`config.mk`:
```
export PLATFORM = sky130hd
export DESIGN_NAME = nibble_uart_packer
export DESIGN_NICKNAME = d
export VERILOG_FILES = /design/src/rtl/nup_pkg.sv /design/src/rtl/nup_sample_fifo.sv /design/src/rtl/nup_frame_seq.sv /design/src/rtl/nup_uart_tx.sv /design/src/rtl/nibble_uart_packer.sv
export SDC_FILE = /design/constraint.sdc
export NUM_CORES = 1
export LEC_CHECK = 0
export BUFFER_PORTS_ARGS = -buffer_cell sky130_fd_sc_hd__buf_2
export CAP_MARGIN = 25
export CORE_AREA = 2 2 96 98
export CTS_CLUSTER_DIAMETER = 50
export DETAILED_ROUTE_END_ITERATION = 16
export DIE_AREA = 0 0 98 100
export GPL_TIMING_DRIVEN = 0
export PLACE_DENSITY = 0.72
export REMOVE_ABC_BUFFERS = 1
export SLEW_MARGIN = 15
export SYNTH_ARGS = -nofsm -noshare
export SYNTH_HDL_FRONTEND = slang
export SYNTH_SLANG_ARGS = --single-unit
export TNS_END_PERCENT = 10
```
`constraint.sdc`:
```
create_clock -name clk -period 2.3 [get_ports clk]
set_input_delay 0 -clock clk [delete_from_list [all_inputs] [get_ports clk]]
set_output_delay 0 -clock clk [all_outputs]
set_load 0.03 [all_outputs]
```
`src/rtl/nup_pkg.sv`:
```
package nup_pkg;
  localparam int SAMPLE_W   = 16;
  localparam int SLICE_W    = 4;
  localparam int SLICES     = SAMPLE_W / SLICE_W;
  localparam int IDX_W      = 2;
  localparam int FRAME_BITS = 10;

  typedef logic [7:0] frame_byte_t;

  function automatic frame_byte_t make_frame(input logic [IDX_W-1:0] idx,
                                             input logic [SLICE_W-1:0] slice);
    return {2'b00, idx, slice};
  endfunction
endpackage

```
`src/rtl/nup_sample_fifo.sv`:
```
module nup_sample_fifo #(
  parameter int WIDTH = 16,
  parameter int DEPTH = 4
) (
  input  logic             clk,
  input  logic             rst_n,
  input  logic             wr_en,
  input  logic [WIDTH-1:0] wr_data,
  input  logic             rd_en,
  output logic [WIDTH-1:0] rd_data,
  output logic             empty,
  output logic             full
);
  localparam int AW = (DEPTH > 1) ? $clog2(DEPTH) : 1;
  localparam int CW = $clog2(DEPTH + 1);

  logic [WIDTH-1:0] mem [DEPTH];
  logic [AW-1:0]    wr_ptr_q, wr_ptr_d, rd_ptr_q, rd_ptr_d;
  logic [CW-1:0]    cnt_q, cnt_d;

  function automatic logic [AW-1:0] bump(input logic [AW-1:0] p);
    return (p == AW'(DEPTH - 1)) ? '0 : p + 1'b1;
  endfunction

  assign empty   = (cnt_q == '0);
  assign full    = (cnt_q == CW'(DEPTH));
  assign rd_data = mem[rd_ptr_q];

  always_comb begin
    wr_ptr_d = wr_en ? bump(wr_ptr_q) : wr_ptr_q;
    rd_ptr_d = rd_en ? bump(rd_ptr_q) : rd_ptr_q;
    cnt_d    = cnt_q;
    if (wr_en && !rd_en)      cnt_d = cnt_q + 1'b1;
    else if (!wr_en && rd_en) cnt_d = cnt_q - 1'b1;
  end

  always_ff @(posedge clk or negedge rst_n) begin
    if (!rst_n) begin
      wr_ptr_q <= '0;
      rd_ptr_q <= '0;
      cnt_q    <= '0;
    end else begin
      wr_ptr_q <= wr_ptr_d;
      rd_ptr_q <= rd_ptr_d;
      cnt_q    <= cnt_d;
    end
  end

  always_ff @(posedge clk) begin
    if (wr_en) mem[wr_ptr_q] <= wr_data;
  end

  AST_COUNT_BOUND: assert property (@(posedge clk) disable iff (!rst_n)
    cnt_q <= CW'(DEPTH));
  AST_NO_POP_EMPTY: assert property (@(posedge clk) disable iff (!rst_n)
    rd_en |-> !empty);
endmodule

```
`src/rtl/nup_frame_seq.sv`:
```
module nup_frame_seq
  import nup_pkg::*;
(
  input  logic                clk,
  input  logic                rst_n,
  input  logic                fifo_empty,
  input  logic [SAMPLE_W-1:0] fifo_data,
  output logic                fifo_pop,
  output logic                byte_valid,
  output frame_byte_t         byte_data,
  input  logic                byte_ready
);
  logic                active_q, active_d;
  logic [IDX_W-1:0]    idx_q, idx_d;
  logic [SAMPLE_W-1:0] smp_q, smp_d;

  assign fifo_pop   = !active_q && !fifo_empty;
  assign byte_valid = active_q;
  assign byte_data  = make_frame(idx_q, smp_q[idx_q*SLICE_W +: SLICE_W]);

  always_comb begin
    active_d = active_q;
    idx_d    = idx_q;
    smp_d    = smp_q;
    if (fifo_pop) begin
      active_d = 1'b1;
      idx_d    = IDX_W'(SLICES - 1);
      smp_d    = fifo_data;
    end else if (active_q && byte_ready) begin
      if (idx_q == '0) active_d = 1'b0;
      else             idx_d    = idx_q - 1'b1;
    end
  end

  always_ff @(posedge clk or negedge rst_n) begin
    if (!rst_n) begin
      active_q <= 1'b0;
      idx_q    <= '0;
      smp_q    <= '0;
    end else begin
      active_q <= active_d;
      idx_q    <= idx_d;
      smp_q    <= smp_d;
    end
  end

  AST_HOLD_BYTE: assert property (@(posedge clk) disable iff (!rst_n)
    byte_valid && !byte_ready |=> byte_valid && $stable(byte_data));
  AST_IDX_ORDER: assert property (@(posedge clk) disable iff (!rst_n)
    byte_valid && byte_ready && (byte_data[5:4] != 2'd0)
    |=> byte_valid && (byte_data[5:4] == $past(byte_data[5:4]) - 2'd1));
endmodule

```
`src/rtl/nup_uart_tx.sv`:
```
module nup_uart_tx
  import nup_pkg::*;
#(
  parameter int CLKS_PER_BIT = 434
) (
  input  logic        clk,
  input  logic        rst_n,
  input  logic        byte_valid,
  input  frame_byte_t byte_data,
  output logic        byte_ready,
  output logic        txd
);
  localparam int CW = (CLKS_PER_BIT > 1) ? $clog2(CLKS_PER_BIT) : 1;
  localparam int BW = $clog2(FRAME_BITS);

  logic                  busy_q, busy_d;
  logic [FRAME_BITS-1:0] shift_q, shift_d;
  logic [CW-1:0]         tick_q, tick_d;
  logic [BW-1:0]         bit_q, bit_d;
  logic                  last_tick, last_bit, load;

  assign last_tick  = (tick_q == CW'(CLKS_PER_BIT - 1));
  assign last_bit   = (bit_q == BW'(FRAME_BITS - 1));
  assign byte_ready = !busy_q || (last_tick && last_bit);
  assign load       = byte_valid && byte_ready;
  assign txd        = busy_q ? shift_q[0] : 1'b1;

  always_comb begin
    busy_d  = busy_q;
    shift_d = shift_q;
    tick_d  = tick_q;
    bit_d   = bit_q;
    if (busy_q) begin
      if (last_tick) begin
        tick_d = '0;
        if (last_bit) begin
          busy_d = 1'b0;
        end else begin
          bit_d   = bit_q + 1'b1;
          shift_d = {1'b1, shift_q[FRAME_BITS-1:1]};
        end
      end else begin
        tick_d = tick_q + 1'b1;
      end
    end
    if (load) begin
      busy_d  = 1'b1;
      shift_d = {1'b1, byte_data, 1'b0};
      tick_d  = '0;
      bit_d   = '0;
    end
  end

  always_ff @(posedge clk or negedge rst_n) begin
    if (!rst_n) begin
      busy_q  <= 1'b0;
      shift_q <= '1;
      tick_q  <= '0;
      bit_q   <= '0;
    end else begin
      busy_q  <= busy_d;
      shift_q <= shift_d;
      tick_q  <= tick_d;
      bit_q   <= bit_d;
    end
  end

  AST_START_BIT: assert property (@(posedge clk) disable iff (!rst_n)
    $past(load) |-> !txd);
  AST_STOP_BIT: assert property (@(posedge clk) disable iff (!rst_n)
    busy_q && last_bit |-> txd);
endmodule

```
`src/rtl/nibble_uart_packer.sv`:
```
module nibble_uart_packer
  import nup_pkg::*;
#(
  parameter int FIFO_DEPTH   = 4,
  parameter int CLKS_PER_BIT = 434
) (
  input  logic        clk,
  input  logic        rst_n,
  input  logic        sample_valid,
  input  logic [15:0] sample_data,
  input  logic        overflow_clear,
  output logic        overflow,
  output logic        serial_out
);
  logic                fifo_empty, fifo_full, fifo_pop, fifo_push;
  logic [SAMPLE_W-1:0] fifo_data;
  logic                byte_valid, byte_ready;
  frame_byte_t         byte_data;
  logic                ovf_q, ovf_d;

  assign fifo_push = sample_valid && !fifo_full;
  assign overflow  = ovf_q;

  always_comb begin
    ovf_d = ovf_q;
    if (sample_valid && fifo_full) ovf_d = 1'b1;
    else if (overflow_clear)       ovf_d = 1'b0;
  end

  always_ff @(posedge clk or negedge rst_n) begin
    if (!rst_n) ovf_q <= 1'b0;
    else        ovf_q <= ovf_d;
  end

  nup_sample_fifo #(.WIDTH(SAMPLE_W), .DEPTH(FIFO_DEPTH)) u_fifo (
    .clk(clk), .rst_n(rst_n),
    .wr_en(fifo_push), .wr_data(sample_data),
    .rd_en(fifo_pop), .rd_data(fifo_data),
    .empty(fifo_empty), .full(fifo_full)
  );

  nup_frame_seq u_seq (
    .clk(clk), .rst_n(rst_n),
    .fifo_empty(fifo_empty), .fifo_data(fifo_data), .fifo_pop(fifo_pop),
    .byte_valid(byte_valid), .byte_data(byte_data), .byte_ready(byte_ready)
  );

  nup_uart_tx #(.CLKS_PER_BIT(CLKS_PER_BIT)) u_tx (
    .clk(clk), .rst_n(rst_n),
    .byte_valid(byte_valid), .byte_data(byte_data),
    .byte_ready(byte_ready), .txd(serial_out)
  );

  AST_DROP_SETS_FLAG: assert property (@(posedge clk) disable iff (!rst_n)
    sample_valid && fifo_full |=> overflow);
  AST_FLAG_STICKY: assert property (@(posedge clk) disable iff (!rst_n)
    overflow && !overflow_clear |=> overflow);
  AST_CLEAR_WORKS: assert property (@(posedge clk) disable iff (!rst_n)
    overflow_clear && !(sample_valid && fifo_full) |=> !overflow);
endmodule

```
==> results_dict.tcl <==
set metrics [dict create \
    outcome "complete, no violations" \
    start_util_pct 53.4 \
    finClkSkew_ns 0.0121 \
    dr_wl_met3_um 224 \
    synth.avg_cell_area_um2 16.6 \
    final_common_cell "edfxtp_1" \
    met1_length_mm 3.50 \
    die_height_um 100 \
    std_cell_rows 35 \
    clk_pin_slew_ns 0.06 \
    path_common_cell "inv_1" \
    die_w_um 98 \
    utilization_pct 65.1 \
    drc_errors 0 \
    crit_start "u_seq.byte_valid" \
    clockBufferDepth 2 \
    cp_top_family "adder cells" \
    synth-seq-cells 114 \
    yosys_warnings 0 \
    initialDrtViolationCount 88 \
    grt_overflow 0 \
    syn-cell-area_mm2 0.00475 \
    hold_violations 0 \
    synth_enable_flop_cells 64 \
    setup_viol 0 \
    yosysSeqAreaShare_pct 67.0 \
    fin_nets 369 \
    wl_met2_mm 4.17 \
    max_cap_viol_count 0 \
    dr.pass1.iters 4 \
    cts_root_buf "clkbuf_8" \
    post_cts_buffers 0 \
    vias_per_cell 5.49 \
    vias 2531 \
    ys_types 42 \
    port_buffers 21 \
    core_area_mm2 0.00889 \
    routed.top_layer "met4" \
    dieArea_mm2 0.00980 \
    fin_area_mm2 0.00578 \
    crit_required_ns 2.69 \
    p_leak_nw 2.18 \
    crit_end "u_fifo.cnt_q[1]" \
    rsz0062_at_grt "no" \
    critPathSlowestCell "dfrtp_1" \
    grt_start_max_net_pins 29 \
    p_seq_share_pct 46.0 \
    async_flop_share_pct 43.9 \
    max_clock_freq_ghz 0.473 \
    ys.flop_type "edfxtp_1" \
    grtUsageTotal_pct 18.5 \
    end_kind "flip-flop" \
    synthCells 286 \
    p_sw_mw 1.55 \
    drive_gt1_share_pct 31.4 \
    htree_levels 4 \
    rr_startpoint "u_seq.byte_valid" \
    synth.area.top_cells "edfxtp_1, dfrtp_1, mux4_2" \
    antenna_found_initial 0 \
    gp_congestion 0.757 \
    cp.arrival_ns 2.51 \
    critPathMaxFanout 12 \
    irDropWorstVdd_mv 0.707 \
    r2r_end "u_fifo.cnt_q[1]" \
    cp-start-kind "flip-flop" \
    switching_share_pct 25.5 \
    post-route-min-period_ns 2.11 \
    routed_wl_mm 8.08 \
    area_growth_pct 21.7 \
    reg2reg_depth 6 \
    dp_hpwl_mm 4.75 \
    slew_headroom_pct 37.8 \
    first_global_vias 2742 \
    placed_area_mm2 0.00501 \
    p_int_mw 4.52 \
    io_pins 22 \
    cts.sinks 114 \
    yosysTopAreaCell "edfxtp_1" \
    hold_path.class "in2async" \
    ant_nets 0 \
    pwr_density_cell_mw_per_mm2 1050 \
    tightest_slew_ns 0.933 \
    diodes 0 \
    clock_latency_ns 0.51 \
    wl_per_cell_um 17.5 \
    crit_type "reg2reg" \
    combPwrFrac_pct 13.2 \
    rrSetupSlack_ns 0.19 \
    slowest_delay_ns 0.52 \
    synth.top_cell.area_share_pct 40.5 \
    finalCritPeriodShare_pct 91.9 \
    p_clk_share_pct 40.8 \
    fin_setup_tns_ns 0 \
    numCtsBuffers 17 \
    tritoncts "built" \
    slew_violations 0 \
    cp.depth 6 \
    path_buf_inv 2 \
    grt_pass1_wl_mm 13.4 \
    path_cells "nor2_2, inv_1, ha_1, inv_1, fa_1, mux2_2" \
    layout_common_cells "edfxtp_1, dfrtp_1, buf_2" \
]
-- power groups by stage --
stage | Sequential [mW] | Clock [mW] | Combinational [mW]
CTS | 2.80 | 2.52 | 0.817
global route | 2.84 | 2.62 | 0.906
finish | 2.79 | 2.48 | 0.801
detailed placement | 2.83 | 0 | 0.778
floorplan | 2.78 | 0 | 0.544
global placement | 2.82 | 0 | 0.716
-- state kept, by name (all words and copies together), names as in the netlist --
signal / cells
u_fifo.mem: 64
u_seq.smp_q: 16
u_tx.shift_q: 9
u_tx.tick_q: 9
u_tx.bit_q: 4
u_fifo.cnt_q: 3
u_fifo.rd_ptr_q: 2
u_fifo.wr_ptr_q: 2
u_seq.idx_q: 2
overflow: 1
u_seq.byte_valid: 1
u_tx.busy_q: 1
-- timing repair --
action,in CTS,in global routing
hold buffers,20,0
resized for setup,0,1
endpoints found under the setup margin,0,66
hold endpoints to repair,113,0
-- metal layers --
layer / vias up / GRT usage, %
met1: 1272 / 21.2
met3: 17 / 4.81
met4: 0 / 10.4
li1: 1199 / -
met5: - / 0
met2: 43 / 31.8
-- cell usage after synthesis (4+ instances only) --
cell,number
clkbuf_1,7
nand2_1,7
nor2_1,17
ha_1,11
nand3_1,4
xnor2_1,4
edfxtp_1,64
mux4_2,20
dfstp_2,9
dfrtp_1,41
mux2_2,20
inv_1,10
and2_1,6
xor2_1,4
a2bb2oi_1,6
o22ai_1,8
o21ai_0,7
-- area by class of cell --
type | instances | area, µm²
clock buffers | 20 | 435
well taps | 111 | 139
multi-input cells | 150 | 1490
repair buffers | 44 | 368
fillers | 623 | 3110
clock inverters | 12 | 133
flip-flops and latches | 114 | 3180
inverters | 10 | 37.5
-- stage by stage --
stage	setup WS (ns)	hold slack, ns	cells	total power, mW
after detailed placement	0.0587	0.00753	409	3.61
after global routing	0.0324	0.0326	461	6.36
after CTS	0.0499	0.00458	461	6.13
after floorplan	-0.267	-0.296	274	3.32
after global placement	-0.839	0.196	406	3.53
final	0.186	0.00470	461	6.07
-- cells by family (layout without fill, tap and decap cells) --
group | Yosys count | count (layout) | share of synthesized area (%)
AND/OR/NAND/NOR | 50 | 50 | 5.64
AO/OA/AOI/OAI | 37 | 37 | 5.87
adder cells (fa/ha/maj) | 12 | 12 | 3.32
flip-flops | 114 | 114 | 67.0
XOR/XNOR | 8 | 8 | 1.47
buffers and inverters | 22 | 86 | 1.82
multiplexers | 43 | 43 | 14.9
-- worst min path at each step --
stage                          to  slack [ns]  cells after the start
floorplan                overflow       -0.30                      0
global placement         overflow        0.20                      2
detailed placement  u_tx.bit_q[2]       0.008                      1
CTS                 u_tx.bit_q[0]       0.005                      2
global route             overflow        0.03                      2
finish              u_tx.bit_q[0]       0.005                      2
Power figures use the tool's default switching activity.
